<file path="config.mk">
export PLATFORM = sky130hd
export DESIGN_NAME = nand_page_program
export DESIGN_NICKNAME = d
export VERILOG_FILES = /design/src/rtl/nandpp_pkg.sv /design/src/rtl/nandpp_datapath.sv /design/src/rtl/nandpp_ctrl.sv /design/src/rtl/nand_page_program.sv
export SDC_FILE = /design/constraint.sdc
export NUM_CORES = 1
export LEC_CHECK = 0
export BUFFER_PORTS_ARGS = -buffer_cell sky130_fd_sc_hd__buf_2
export CELL_PAD_IN_SITES_DETAIL_PLACEMENT = 1
export CELL_PAD_IN_SITES_GLOBAL_PLACEMENT = 1
export CORE_ASPECT_RATIO = 1.5
export CORE_UTILIZATION = 41
export CTS_BUF_LIST = sky130_fd_sc_hd__clkbuf_4 sky130_fd_sc_hd__clkbuf_8 sky130_fd_sc_hd__clkbuf_16
export DETAILED_ROUTE_END_ITERATION = 10
export GPL_ROUTABILITY_DRIVEN = 0
export PLACE_DENSITY_LB_ADDON = 0.12
export SLEW_MARGIN = 20
export SYNTH_ARGS = -nofsm -noshare
export SYNTH_HDL_FRONTEND = slang
export SYNTH_SLANG_ARGS = --single-unit
</file>
<file path="constraint.sdc">
create_clock -name clk -period 2.1 [get_ports clk]
set_input_delay 0.315 -clock clk [delete_from_list [all_inputs] [get_ports clk]]
set_output_delay 0.315 -clock clk [all_outputs]
set_load 0.1 [all_outputs]
</file>
<file path="src/rtl/nandpp_pkg.sv">
package nandpp_pkg;

  typedef enum logic [1:0] {
    SRC_CMD  = 2'd0,
    SRC_ADDR = 2'd1,
    SRC_DATA = 2'd2
  } byteSrcT;

  // strobes from the sequencer to the bus datapath
  typedef struct packed {
    logic       chipSel;
    logic       capture;
    logic       launchWr;
    logic       launchRd;
    logic       cle;
    logic       ale;
    byteSrcT    src;
    logic [7:0] cmdByte;
    logic [2:0] addrIdx;
  } busStrobeT;

  localparam logic [7:0] CMD_LOAD    = 8'h80;
  localparam logic [7:0] CMD_CONFIRM = 8'h10;
  localparam logic [7:0] CMD_STATUS  = 8'h70;
  localparam int         ADDR_CYCLES = 5;
  localparam int         COL_CYCLES  = 2;

endpackage

</file>
<file path="src/rtl/nandpp_datapath.sv">
module nandpp_datapath
  import nandpp_pkg::*;
#(
  parameter int PAGE_BYTES = 2112,
  parameter int BLOCK_W    = 13,
  parameter int PAGE_W     = 6,
  parameter int WE_LOW     = 4,
  parameter int WE_HIGH    = 3,
  localparam int BUF_AW    = $clog2(PAGE_BYTES),
  localparam int BYTE_W    = $clog2(PAGE_BYTES + 1)
) (
  input  logic               clk,
  input  logic               rstN,
  input  busStrobeT          strobe,
  input  logic [BLOCK_W-1:0] blockAddr,
  input  logic [PAGE_W-1:0]  pageAddr,
  input  logic [7:0]         bufData,
  input  logic [7:0]         dqIn,
  input  logic               rbN,
  output logic [BUF_AW-1:0]  bufAddr,
  output logic               ceN,
  output logic               cle,
  output logic               ale,
  output logic               weN,
  output logic               reN,
  output logic [7:0]         dqOut,
  output logic               dqOe,
  output logic               busDone,
  output logic               pageLoaded,
  output logic               rdy,
  output logic               statusBit
);

  localparam int CYC_TOTAL  = WE_LOW + WE_HIGH;
  localparam int CNT_W      = (CYC_TOTAL > 1) ? $clog2(CYC_TOTAL) : 1;
  localparam int ROW_W      = BLOCK_W + PAGE_W;
  localparam int ROW_PAD_W  = 8 * (ADDR_CYCLES - COL_CYCLES);
  localparam int ADDR_SLOTS = 8;

  logic [CNT_W-1:0]  cnt;
  logic              active;
  logic              reading;
  logic [BYTE_W-1:0] byteIdx;
  logic [ROW_W-1:0]  rowReg;
  logic [ROW_PAD_W-1:0] rowPad;
  logic [7:0]        addrByte [ADDR_SLOTS];
  logic [7:0]        launchByte;
  logic              rbMeta;
  logic              lowEnd;
  logic              unusedStatusBits;

  assign rowPad = ROW_PAD_W'(rowReg);

  // address byte table: column bytes are zero, row bytes low first
  for (genvar i = 0; i < ADDR_SLOTS; i++) begin : gAddr
    if (i >= COL_CYCLES && i < ADDR_CYCLES) begin : gRow
      assign addrByte[i] = rowPad[8*(i-COL_CYCLES) +: 8];
    end else begin : gZero
      assign addrByte[i] = 8'h00;
    end
  end

  always_comb begin
    case (strobe.src)
      SRC_CMD:  launchByte = strobe.cmdByte;
      SRC_ADDR: launchByte = addrByte[strobe.addrIdx];
      default:  launchByte = bufData;
    endcase
  end

  assign busDone          = active && (cnt == CNT_W'(CYC_TOTAL - 1));
  assign lowEnd           = active && (cnt == CNT_W'(WE_LOW - 1));
  assign pageLoaded       = (byteIdx == BYTE_W'(PAGE_BYTES));
  assign bufAddr          = byteIdx[BUF_AW-1:0];
  assign unusedStatusBits = ^dqIn[7:1];

  always_ff @(posedge clk) begin
    if (!rstN) begin
      ceN       <= 1'b1;
      weN       <= 1'b1;
      reN       <= 1'b1;
      cle       <= 1'b0;
      ale       <= 1'b0;
      dqOe      <= 1'b0;
      dqOut     <= 8'h00;
      active    <= 1'b0;
      reading   <= 1'b0;
      cnt       <= '0;
      byteIdx   <= '0;
      rowReg    <= '0;
      statusBit <= 1'b0;
      rbMeta    <= 1'b1;
      rdy       <= 1'b1;
    end else begin
      ceN    <= !strobe.chipSel;
      rbMeta <= rbN;
      rdy    <= rbMeta;
      if (strobe.capture) begin
        rowReg  <= {blockAddr, pageAddr};
        byteIdx <= '0;
      end
      if (strobe.launchWr) begin
        active  <= 1'b1;
        reading <= 1'b0;
        cnt     <= '0;
        weN     <= 1'b0;
        cle     <= strobe.cle;
        ale     <= strobe.ale;
        dqOe    <= 1'b1;
        dqOut   <= launchByte;
        if (strobe.src == SRC_DATA) byteIdx <= byteIdx + BYTE_W'(1);
      end else if (strobe.launchRd) begin
        active  <= 1'b1;
        reading <= 1'b1;
        cnt     <= '0;
        reN     <= 1'b0;
        cle     <= 1'b0;
        ale     <= 1'b0;
        dqOe    <= 1'b0;
      end else if (active) begin
        cnt <= cnt + CNT_W'(1);
        if (lowEnd) begin
          weN <= 1'b1;
          reN <= 1'b1;
          if (reading) statusBit <= dqIn[0];
        end
        if (busDone) begin
          active <= 1'b0;
          cle    <= 1'b0;
          ale    <= 1'b0;
          dqOe   <= 1'b0;
        end
      end
    end
  end

endmodule

</file>
<file path="src/rtl/nandpp_ctrl.sv">
module nandpp_ctrl
  import nandpp_pkg::*;
#(
  parameter int ADL_CYC = 19,
  parameter int WB_CYC  = 25,
  parameter int WHR_CYC = 15,
  parameter int CS_CYC  = 2
) (
  input  logic      clk,
  input  logic      rstN,
  input  logic      start,
  input  logic      busDone,
  input  logic      pageLoaded,
  input  logic      rdy,
  input  logic      statusBit,
  output busStrobeT strobe,
  output logic      busy,
  output logic      done,
  output logic      fail
);

  localparam int MAX_AB = (ADL_CYC > WB_CYC) ? ADL_CYC : WB_CYC;
  localparam int MAX_WC = (WHR_CYC > CS_CYC) ? WHR_CYC : CS_CYC;
  localparam int MAX_W  = (MAX_AB > MAX_WC) ? MAX_AB : MAX_WC;
  localparam int WAIT_W = $clog2(MAX_W + 1);

  typedef enum logic [3:0] {
    S_IDLE, S_CE, S_CMD1, S_ADDR, S_ADL, S_DATA, S_CONF,
    S_WB, S_RDY, S_SCMD, S_WHR, S_SREAD
  } stateT;

  stateT             state, nextState;
  logic [WAIT_W-1:0] waitCnt;
  logic [2:0]        addrSel;
  logic              finish;

  function automatic logic waitHit(input logic [WAIT_W-1:0] c, input int n);
    return c == WAIT_W'(n - 1);
  endfunction

  always_comb begin
    strobe         = '0;
    strobe.chipSel = (state != S_IDLE);
    strobe.src     = SRC_CMD;
    nextState      = state;
    finish         = 1'b0;
    case (state)
      S_IDLE: if (start) begin
        strobe.capture = 1'b1;
        nextState      = S_CE;
      end
      S_CE: if (waitHit(waitCnt, CS_CYC)) begin
        strobe.launchWr = 1'b1;
        strobe.cle      = 1'b1;
        strobe.cmdByte  = CMD_LOAD;
        nextState       = S_CMD1;
      end
      S_CMD1: if (busDone) begin
        strobe.launchWr = 1'b1;
        strobe.ale      = 1'b1;
        strobe.src      = SRC_ADDR;
        strobe.addrIdx  = 3'd0;
        nextState       = S_ADDR;
      end
      S_ADDR: if (busDone) begin
        if (addrSel == 3'(ADDR_CYCLES - 1)) begin
          nextState = S_ADL;
        end else begin
          strobe.launchWr = 1'b1;
          strobe.ale      = 1'b1;
          strobe.src      = SRC_ADDR;
          strobe.addrIdx  = addrSel + 3'd1;
        end
      end
      S_ADL: if (waitHit(waitCnt, ADL_CYC)) begin
        strobe.launchWr = 1'b1;
        strobe.src      = SRC_DATA;
        nextState       = S_DATA;
      end
      S_DATA: if (busDone) begin
        strobe.launchWr = 1'b1;
        if (pageLoaded) begin
          strobe.cle     = 1'b1;
          strobe.cmdByte = CMD_CONFIRM;
          nextState      = S_CONF;
        end else begin
          strobe.src = SRC_DATA;
        end
      end
      S_CONF: if (busDone) nextState = S_WB;
      S_WB:   if (waitHit(waitCnt, WB_CYC)) nextState = S_RDY;
      S_RDY: if (rdy) begin
        strobe.launchWr = 1'b1;
        strobe.cle      = 1'b1;
        strobe.cmdByte  = CMD_STATUS;
        nextState       = S_SCMD;
      end
      S_SCMD: if (busDone) nextState = S_WHR;
      S_WHR: if (waitHit(waitCnt, WHR_CYC)) begin
        strobe.launchRd = 1'b1;
        nextState       = S_SREAD;
      end
      S_SREAD: if (busDone) begin
        finish    = 1'b1;
        nextState = S_IDLE;
      end
      default: nextState = S_IDLE;
    endcase
  end

  assign busy = (state != S_IDLE);

  always_ff @(posedge clk) begin
    if (!rstN) begin
      state   <= S_IDLE;
      waitCnt <= '0;
      addrSel <= 3'd0;
      done    <= 1'b0;
      fail    <= 1'b0;
    end else begin
      state   <= nextState;
      waitCnt <= (nextState != state) ? '0 : waitCnt + WAIT_W'(1);
      if (strobe.launchWr && strobe.src == SRC_ADDR) addrSel <= strobe.addrIdx;
      done <= finish;
      if (strobe.capture)  fail <= 1'b0;
      else if (finish)     fail <= statusBit;
    end
  end

endmodule

</file>
<file path="src/rtl/nand_page_program.sv">
module nand_page_program
  import nandpp_pkg::*;
#(
  parameter int PAGE_BYTES = 2112,
  parameter int BLOCK_W    = 13,
  parameter int PAGE_W     = 6,
  parameter int WE_LOW     = 4,
  parameter int WE_HIGH    = 3,
  parameter int ADL_CYC    = 19,
  parameter int WB_CYC     = 25,
  parameter int WHR_CYC    = 15,
  parameter int CS_CYC     = 2,
  localparam int BUF_AW    = $clog2(PAGE_BYTES)
) (
  input  logic               clk,
  input  logic               rstN,
  input  logic               start,
  input  logic [BLOCK_W-1:0] blockAddr,
  input  logic [PAGE_W-1:0]  pageAddr,
  output logic [BUF_AW-1:0]  bufAddr,
  input  logic [7:0]         bufData,
  output logic               ceN,
  output logic               cle,
  output logic               ale,
  output logic               weN,
  output logic               reN,
  output logic [7:0]         dqOut,
  output logic               dqOe,
  input  logic [7:0]         dqIn,
  input  logic               rbN,
  output logic               busy,
  output logic               done,
  output logic               fail
);

  busStrobeT strobe;
  logic      busDone;
  logic      pageLoaded;
  logic      rdy;
  logic      statusBit;

  nandpp_ctrl #(
    .ADL_CYC(ADL_CYC), .WB_CYC(WB_CYC), .WHR_CYC(WHR_CYC), .CS_CYC(CS_CYC)
  ) uCtrl (
    .clk(clk), .rstN(rstN), .start(start), .busDone(busDone),
    .pageLoaded(pageLoaded), .rdy(rdy), .statusBit(statusBit),
    .strobe(strobe), .busy(busy), .done(done), .fail(fail)
  );

  nandpp_datapath #(
    .PAGE_BYTES(PAGE_BYTES), .BLOCK_W(BLOCK_W), .PAGE_W(PAGE_W),
    .WE_LOW(WE_LOW), .WE_HIGH(WE_HIGH)
  ) uData (
    .clk(clk), .rstN(rstN), .strobe(strobe), .blockAddr(blockAddr),
    .pageAddr(pageAddr), .bufData(bufData), .dqIn(dqIn), .rbN(rbN),
    .bufAddr(bufAddr), .ceN(ceN), .cle(cle), .ale(ale), .weN(weN),
    .reN(reN), .dqOut(dqOut), .dqOe(dqOe), .busDone(busDone),
    .pageLoaded(pageLoaded), .rdy(rdy), .statusBit(statusBit)
  );

endmodule

</file>
==> metrics.txt, run 1 <==
met1 Use GR 24.6%; CTS tree yes; Cell Rows a little over 40; Post-DP HPWL approximately 7400 um; post-synth top area share 37.6%; Sw Share 35.8%; DRC viols 0; max incr delay on CP around 0.52 ns; Worst Skew 0.00350 ns; Synth area leader dfxtp_1; clock share of power 34.5%; H-tree levels 3; Detailed Route WL 10,000 um; Async S/R FF share, synth 0%; CORE AREA 0.00841 mm^2; syn_area_per_cell 8.12 um^2; Buf/Inv on CP 1; Hold WC Path Type input port to flip-flop; RSZ-0062 raised after global routing false; grt total ovfl 0; Slew headroom 66.9%; Leakage Power 1.85 nW; Initial Utilization 42.4%; Final Max Slew Viols 0; clk root buf clkbuf_16; synth top area cells dfxtp_1 38%, nand2_1 9.6%, nand3_1 3.9%; Initial DRC Count 135; vias in the first global route approximately 3,600; Die W 78.1 um; die area 0.00908 mm^2; net count after synthesis 489; critical path endpoint category flip-flop; first-pass GRT wire length between 15,000 and 20,000 um; share of cells above drive strength 1 25.9%; Max-Cap Viols 0; Post-CTS Setup Bufs 0; Total GRT Usage 23.6%; later-pin clock latency in the skew report 0.33 ns; top-count cell post-synth nand2_1; Cell Area, Placed 0.00410 mm^2; synthesized flop and latch total 67; Flop pwr share 34.3%; Pint 2.93 mW; CP max FO 6; status complete, no violations; synth-to-layout area growth 25.4%; die height 116 um; Tightest Pin Transition 0.499 ns; post-layout min period 1.99 ns; antenna viol nets, final 0; sw power between 1.5 and 2 mW; CP top delay family compound AO/OA/AOI/OAI gates; number of flops mapped to enable cells by yosys 0; Required @ worst endpoint 2.36 ns; Num CTS Buffers 9; I/O Buffers 60; fill cell count 1,091; Syn. warnings 0; Cells after Synth 439; Worst Path Arrival 2.25 ns; Global Route met2 Usage 45.4%; Finished Cell Area 0.00447 mm^2; setup TNS 0 ns; Syn Std Cell Area about 0.0036 mm^2; FMAX 504 MHz; clock sink total 67; fin crit share approximately 95%; wire per inst 15.9 um; CP Class flip-flop to flip-flop; met3 Usage GRT 4.53%; Vias/cell 5.44; antenna fix cells 0; via count 3,416; drt pass-1 iters 4; Seq/Total Area, Yosys 37.6%; logic gate share of total power 31.2%; Post-synth top cells 91 x nand2_1, 67 x dfxtp_1, 28 x nand3_1, 24 x o21ai_0, 22 x a21oi_1; maximum clock path buffer count 2; Worst-path clk slew approximately 0.05 ns; Final Net Count 566; final hold vios 0; largest net degree at the start of global routing 48; initial antenna violation count 0; Most used DFF post-synth dfxtp_1; pwr dens 1020 mW/mm^2; number of distinct library cells after synthesis 60; layer carrying the most global-route usage met2; worst vdd ir 0.515 mV; CP Cell Sequence inv_1, ha_1, or3b_2, a21oi_2, nand2_1, a211o_1, a21oi_1; Startpoint Class flip-flop; Setup violations, final 0; Crit-path slowest cell or3b_2; IO Count between 60 and 70
==> sequential cells by signal, indices dropped and copies added, names as in the netlist <==
signal,count
uData.rowReg,19
uData.bufAddr,12
uData.dqOut,8
uCtrl.waitCnt,5
uCtrl.state,4
uCtrl.addrSel,3
uData.cnt,3
uCtrl.done,1
uCtrl.fail,1
uData.active,1
uData.ale,1
uData.ceN,1
uData.cle,1
uData.dqOe,1
uData.rbMeta,1
uData.rdy,1
uData.reN,1
uData.reading,1
uData.statusBit,1
uData.weN,1
==> path summary, 6_finish.rpt <==
kind                            slack, ns                           from                           to  cells after the start
worst max-delay path                 0.11  uCtrl.addrSel[0]$_SDFFE_PN0P_  uData.dqOut[2]$_SDFFE_PN0N_                      7
worst max register to register       0.11  uCtrl.addrSel[0]$_SDFFE_PN0P_  uData.dqOut[2]$_SDFFE_PN0N_                      7
worst min register to register       0.41        uData.rbMeta$_SDFF_PN1_         uData.rdy$_SDFF_PN1_                      1
worst min-delay path                 0.17                            rbN      uData.rbMeta$_SDFF_PN1_                      2
==> cell families after synthesis <==
kind of cell               count (synthesis)  share of synthesized area, %
muxes                                      8                          2.25
buffers and inverters                     36                          5.34
DFF                                       67                          37.6
AOI/OAI and AO/OA                        106                          19.8
adders and majority gates                 11                          3.86
xor gates and xnor gates                   8                          1.97
and+or+nand+nor                          203                          29.2
==> power by group through the flow <==
stage | registers (mW) | clock network (mW) | logic, mW
after global placement | 1.58 | 0 | 1.38
after CTS | 1.56 | 1.61 | 1.42
after floorplan | 1.95 | 0 | 0.665
after detailed placement | 1.58 | 0 | 1.41
after global routing | 1.59 | 1.67 | 1.55
final | 1.57 | 1.58 | 1.43
==> per-layer routing <==
layer / vias up / wire length, um
met3: 21 / 385
met4: 0 / 249
met2: 80 / 5420
met1: 1616 / 3950
met5: - / 0
li1: 1699 / -
==> area by class of cell <==
cell class	instances	area, um^2	area share [%]
multi-input cells	336	2090	46.7
flip-flops and latches	67	1350	30.3
repair buffers	92	541	12.1
clock buffers	15	289	6.47
well taps	107	134	2.99
inverters	10	37.5	0.840
clock inverters	1	30.0	0.672
==> timing repair <==
action | CTS | global route
hold buffers | 0 | 0
setup endpoints to repair | 12 | 22
gates cloned | 0 | 0
resized for setup | 4 | 10
==> cell usage in the layout (no fill, tap or decap), types with 9 or more instances in the layout <==
cell,count
ha_1,11
dfxtp_1,58
inv_1,10
and3_1,10
a31oi_1,10
nand2_1,91
clkbuf_16,9
a21oi_1,21
nand3_1,28
buf_4,32
a21boi_1,12
buf_2,60
nor2_1,21
dfxtp_2,9
o21ai_0,23
a21boi_0,13
==> through the flow <==
| stage | util [%] | hold WS (ns) | power [mW] | worst slack [ns] | instances |
|---|---|---|---|---|---|
| after floorplan | - | 0.386 | 2.61 | 0.0527 | 439 |
| after global placement | 48.7 | 0.392 | 2.95 | -0.0296 | 612 |
| after detailed placement | 48.7 | 0.406 | 2.99 | -0.0420 | 612 |
| after CTS | 52.6 | 0.164 | 4.59 | 0.0116 | 628 |
| after global routing | 53.1 | 0.177 | 4.81 | 0.0136 | 628 |
| final | 53.1 | 0.166 | 4.57 | 0.114 | 628 |
==> worst register-to-register path: cells and delay by family, from the launching register on <==
kind                     cells  cell delay (ns)
buffers and inverters        1             0.06
adder cells (fa/ha/maj)      1             0.27
flip-flops                   1             0.37
AND/OR/NAND/NOR              2             0.60
AO/OA/AOI/OAI                3             0.63
Note: power is estimated with default switching activity, not from simulation.
==> run 2: changes to the inputs <==
--- a/config.mk
+++ b/config.mk
@@ -13,8 +13,9 @@
 export CTS_BUF_LIST = sky130_fd_sc_hd__clkbuf_4 sky130_fd_sc_hd__clkbuf_8 sky130_fd_sc_hd__clkbuf_16
 export DETAILED_ROUTE_END_ITERATION = 10
 export GPL_ROUTABILITY_DRIVEN = 0
-export PLACE_DENSITY_LB_ADDON = 0.12
+export PLACE_DENSITY_LB_ADDON = 0.1
 export SLEW_MARGIN = 20
 export SYNTH_ARGS = -nofsm -noshare
 export SYNTH_HDL_FRONTEND = slang
+export SYNTH_HIERARCHICAL = 1
 export SYNTH_SLANG_ARGS = --single-unit
==> run 2 against run 1 <==
Against the previous run: the run now ends with negative setup slack left; combinational power grew 16%; sequential cell count unchanged; via count grew 11%; clock-buffer cell count down 3; power is 1.7% higher; worst setup slack worse by 0.67 ns; synthesized area is 0.84% higher; die area increased by 0.82%; critical path depth increased by 3; largest cell class unchanged; highest routed layer unchanged.
==> metrics.txt, run 2 <==
status complete, but fails checks; failing checks negative setup slack; Worst-path clk slew ~0.060 ns; H-tree levels 3; antenna fix cells 0; number of flops mapped to enable cells by yosys 0; CTS tree yes; IO Count 68; final core utilization a little under two thirds; Worst Skew 0.00503 ns; synthesized flop and latch total 67; Syn Std Cell Area ~0.0036 mm^2; critical path endpoint category flip-flop; Required @ worst endpoint about 2.4 ns; Cell Rows 41; Global Route met2 Usage 49.8%; DRC viols 0; number of distinct library cells after synthesis 65; clk root buf clkbuf_16; CORE AREA 0.00846 mm^2; Crit-path slowest cell or3_1; largest family of logic cells by synthesized area simple AND/OR/NAND/NOR gates; via count 3,803; logic gate share of total power between 30% and 40%; Sw Share between 30% and 40%; Num CTS Buffers 9; Tightest Pin Transition 0.703 ns; Pint roughly 2.9 mW; Post-DP HPWL 8220 um; Hold WC Path Type input port to flip-flop; Sequential cell area roughly 0.0014 mm^2; Worst Path Arrival 2.91 ns; clock share of power 31.8%; die area 0.00915 mm^2; wire per inst 20.4 um; worst vdd ir 0.567 mV; I/O Buffers 60; Leakage Power 2.44 nW; CP startpoint uData/bufAddr[7]$_SDFF_PN0_; complex-gate fraction of the synthesized area between 10% and 20%; fin crit share 127%; Max-Cap Viols 0; top-count cell post-synth dfxtp_1; Post-Synth Adder-Cell Area 3.83%; sw power 1.70 mW; Pwr Total between 4 and 5 mW; final hold vios 0; die height 117 um; max incr delay on CP 0.36 ns; later-pin clock latency in the skew report 0.34 ns; Initial DRC Count 211; Initial Utilization 42.5%; Syn. warnings 6; simple-gate portion of the synthesized area 26.3%; Final Net Count between 600 and 700; post-layout min period around 2.7 ns; fill cell count roughly 1,000; vias in the first global route roughly 3,800; Die W approximately 78 um; Cells after Synth 424; Post-synth top cells 67 x dfxtp_1, 66 x nor2_1, 38 x nand2_1, 25 x mux2i_1, 17 x inv_1; Reg2Reg Depth 10; Synth area leader dfxtp_1; largest reg by FF count uData/rowReg; R2R Path Start uData/bufAddr[7]$_SDFF_PN0_; Worst Min Path Start rbN; RSZ-0062 raised after global routing true; share of cells above drive strength 1 45.8%; met1 Use GR 27.3%; layer carrying the most global-route usage met2; grt total ovfl 0; Slew headroom ~53%; antenna viol nets, final 0; Final Max Slew Viols 0; post-synth top area share 37.3%; Seq/Total Area, Yosys approximately 37%; first-pass GRT wire length roughly 18,000 um; Total GRT Usage 26.3%; CP max FO 8; Async S/R FF share, synth 0%; synth top area cells dfxtp_1 37%, mux2i_1 7.0%, nor2_1 6.9%; pwr dens roughly 860 mW/mm^2; FMAX 376 MHz; Flop pwr share 32.4%; Hold Crit Depth 2; CP Class flip-flop to flip-flop; Startpoint Class flip-flop; max reg flops 19; most common library cell in the layout ignoring fill and taps buf_4; Finished Cell Area 0.00539 mm^2; Vias/cell 5.63; Detailed Route WL 13,800 um; multi-input logic area 0.00237 mm^2; largest net degree at the start of global routing 38; commonest cells after routing, fill and taps aside 81 x buf_4, 60 x nor2_1, 59 x buf_2, 51 x dfxtp_1, 30 x nand2_1; # hold bufs at CTS 0; Most used DFF post-synth dfxtp_1; CP Cell Sequence nor4_4, nand4_1, nor4b_2, buf_4, nor2_2, mux2i_2, nor2_4, and3b_2, or3_1, a21oi_1; drt pass-1 iters 4; Synth Area in XOR/XNOR 2.19%; initial antenna violation count 0; post-synthesis mux area share 8.84%; syn_area_per_cell 8.48 um^2; clock sink total 67; met3 Usage GRT 4.92%; Cell Area, Placed 0.00453 mm^2; maximum clock path buffer count 2; Setup violations, final 33; setup ws final -0.560 ns; synth-to-layout area growth 50.0%
## run 2: repair_timing
action	CTS	global route
pin swaps	1	30
gates resized for setup	17	63
setup endpoints to repair	54	58
endpoints found under the hold margin	0	0
buffers inserted	2	18
cloned	0	4
## run 2: area by class of cell
cell class | instances | share of cell area (%)
clock buffer | 12 | 5.04
clock inverter | 4 | 0.418
inverter | 19 | 1.42
multi-input combinational | 312 | 44.0
sequential | 67 | 25.6
tap | 107 | 2.48
timing repair buffer | 154 | 21.0
## run 2: worst paths after layout
path / endpoint / slack (ns)
worst min-delay path: uData/rbMeta$_SDFF_PN1_ / 0.17
worst min register to register: uData/rdy$_SDFF_PN1_ / 0.41
worst max-delay path: uData/bufAddr[1]$_SDFF_PN0_ / -0.56
worst max register to register: uData/bufAddr[1]$_SDFF_PN0_ / -0.56
## run 2: critical path, delay by kind of cell, from the launching register on
kind / cells / cell delay (ns)
AOI/OAI and AO/OA: 1 / 0.17
buffers and inverters: 1 / 0.17
DFF: 1 / 0.33
muxes: 1 / 0.29
and+or+nand+nor: 7 / 1.60
## run 2: through the flow
step                std cells  hold WS (ns)  setup WS, ns  setup TNS (ns)
floorplan                 427         0.386        -0.158           -1.54
global placement          635         0.394        -0.371           -7.64
detailed placement        635         0.408        -0.404           -9.99
CTS                       653         0.170        -0.309           -6.84
global route              675         0.175        -0.618          -13.50
finish                    675         0.172        -0.560          -10.61
## run 2: kinds of logic after synthesis
group	Yosys count
AND/OR/NAND/NOR	184
AO/OA/AOI/OAI	72
flip-flops	67
buffers and inverters	49
multiplexers	31
adder cells (fa/ha/maj)	11
XOR/XNOR	9
other	1
## run 2: power by group through the flow
stage / registers (mW) / logic [mW] / clock network [mW]
3_5_place_dp: 1.51 / 1.26 / 0
2_1_floorplan: 1.85 / 0.616 / 0
5_1_grt: 1.52 / 1.75 / 1.56
6_report: 1.51 / 1.66 / 1.48
3_3_place_gp: 1.50 / 1.22 / 0
4_1_cts: 1.49 / 1.30 / 1.49
## run 2: routing by layer
layer | share of wire, % | vias to the layer above
met2 | 55 | 108
met3 | 3.2 | 44
li1 | - | 1771
met4 | 3.8 | 0
met1 | 38 | 1880
met5 | 0 | -
==> run 3: changes to the inputs <==
--- a/config.mk
+++ b/config.mk
@@ -9,7 +9,7 @@
 export CELL_PAD_IN_SITES_DETAIL_PLACEMENT = 1
 export CELL_PAD_IN_SITES_GLOBAL_PLACEMENT = 1
 export CORE_ASPECT_RATIO = 1.5
-export CORE_UTILIZATION = 41
+export CORE_UTILIZATION = 40
 export CTS_BUF_LIST = sky130_fd_sc_hd__clkbuf_4 sky130_fd_sc_hd__clkbuf_8 sky130_fd_sc_hd__clkbuf_16
 export DETAILED_ROUTE_END_ITERATION = 10
 export GPL_ROUTABILITY_DRIVEN = 0
==> run 3 against run 2 <==
Against the previous run: the flow still finishes with violations (negative setup slack); sequential power about the same; non-clock buffer count decreased by 11; cell count decreased by 1.3%; core utilization decreased by 3.1 points; largest power group unchanged.
==> metrics.txt, run 3 (synthesis results as in run 2) <==
largest net degree at the start of global routing 38; Reg2Reg Depth 12; Tightest Pin Transition 0.711 ns; max reg flops 19; CP max FO 7; layer carrying the most global-route usage met2; Slew headroom 52.5%; Cell Rows 42; Final Net Count between 600 and 700; grt total ovfl 0; Vias/cell 5.45; wire per inst about 18 um; Detailed Route WL 12,200 um; initial antenna violation count 0; pwr dens 856 mW/mm^2; Setup violations, final 29; die area between 0.009 and 0.01 mm^2; final core utilization 60.6%; worst vdd ir 0.520 mV; CP Class flip-flop to flip-flop; antenna viol nets, final 0; Cell Area, Placed 0.00451 mm^2; drt pass-1 iters 4; synth-to-layout area growth 48.0%; Required @ worst endpoint 2.32 ns; most common library cell in the layout ignoring fill and taps buf_4; maximum clock path buffer count 2; Min Hold Slack 0.163 ns; Leakage Power 2.38 nW; final hold vios 0; Post-DP HPWL 8270 um; met3 Usage GRT 5.35%; Initial Utilization between 40 and 50%; Die W 79.4 um; IO Count 68; status complete, but fails checks; I/O Buffers 60; Finished Cell Area 0.00532 mm^2; first-pass GRT wire length 18,900 um; Worst Path Arrival 2.67 ns; clock sink total 67; R2R Path Start uData/bufAddr[7]$_SDFF_PN0_; Hold Crit Depth 2; fin crit share 116%; Final Max Slew Viols 0; Global Route met2 Usage 49.0%; post-layout min period ~2.4 ns; Total GRT Usage 26.3%; Worst Skew between 0.005 and 0.006 ns; critical path endpoint category flip-flop; H-tree levels 3; Startpoint Class flip-flop; largest reg by FF count uData/rowReg; setup ws final -0.346 ns; antenna fix cells 0; die height about 120 um; Max-Cap Viols 0; clk root buf clkbuf_16; DRC viols 0; setup TNS -6.35 ns; FMAX between 400 and 500 MHz; commonest cells after routing, fill and taps aside 70 x buf_4, 59 x buf_2, 52 x nor2_1, 51 x dfxtp_1, 30 x nand2_1; share of cells above drive strength 1 46.2%; vias in the first global route 3,894; reg2reg end uData/bufAddr[2]$_SDFF_PN0_; Num CTS Buffers 9; CORE AREA just under 0.009 mm^2; Pwr Total 4.56 mW; Initial DRC Count approximately 140; flop2flop setup slack -0.35 ns; CP startpoint uData/bufAddr[7]$_SDFF_PN0_; crit path to uData/bufAddr[2]$_SDFF_PN0_; failing checks negative setup slack; CTS tree yes; later-pin clock latency in the skew report ~0.33 ns; Hold WC Path Type input port to flip-flop; Worst-path clk slew 0.05 ns; met1 Use GR between 20% and 30%; via count roughly 3,600; # hold bufs at CTS 0; RSZ-0062 raised after global routing true
[run 3: changes by cell type in the layout (fill, tap and decap cells not counted), sizes merged]
cell	before	now
clkinv	3	2
nand3b	4	3
inv	19	18
buf	151	142
clkinvlp	1	0
clkbuf	15	16
[run 3: area by class of cell]
cell class	count	area, um^2
inverters	19	78.8
well taps	110	138
repair buffers	143	1000
multi-input cells	311	2420
flip-flops and latches	67	1380
clock inverters	1	5.00
fillers	1005	3450
clock buffers	15	294
[run 3: per-stage QoR]
| stage | std cells | setup WS [ns] |
|---|---|---|
| detailed placement | 636 | -0.379 |
| finish | 666 | -0.346 |
| global route | 666 | -0.445 |
| global placement | 636 | -0.309 |
| CTS | 657 | -0.333 |
| floorplan | 427 | -0.158 |
[run 3: worst min-delay path by stage]
stage,startpoint,end,slack (ns)
after floorplan,uData/rbMeta$_SDFF_PN1_,uData/rdy$_SDFF_PN1_,0.39
after global placement,uData/rbMeta$_SDFF_PN1_,uData/rdy$_SDFF_PN1_,0.42
after detailed placement,uData/rbMeta$_SDFF_PN1_,uData/rdy$_SDFF_PN1_,0.44
after CTS,rbN,uData/rbMeta$_SDFF_PN1_,0.15
after global routing,rbN,uData/rbMeta$_SDFF_PN1_,0.15
final,rbN,uData/rbMeta$_SDFF_PN1_,0.16
[run 3: per-layer routing]
metal	up-vias	wire (um)
met4	0	379
met2	76	6710
met3	29	393
li1	1739	-
met5	-	0
met1	1788	4720
[run 3: what timing repair did]
action	in CTS	in global routing
endpoints found under the setup margin	55	54
gates resized for setup	49	51
pin swaps	22	25
gates cloned	0	1
setup buffers	5	9
[run 3: worst max-delay path: stages, from the launching register on]
cell     delay (ns)
dfxtp_2        0.33
nor4_4         0.27
nand4_1        0.16
nor4b_2        0.30
buf_4          0.19
nor2_2         0.04
mux2i_2        0.21
nor2_4         0.10
and3b_2        0.28
buf_6          0.15
nand2_4        0.07
xor2_2         0.17
nor2_1         0.06
[run 3: power breakdown]
part	switching (mW)	internal, mW	total (mW)
sequential	0.0947	1.40	1.49
clock	0.542	0.955	1.50
combinational	0.983	0.585	1.57
total	1.62	2.94	4.56
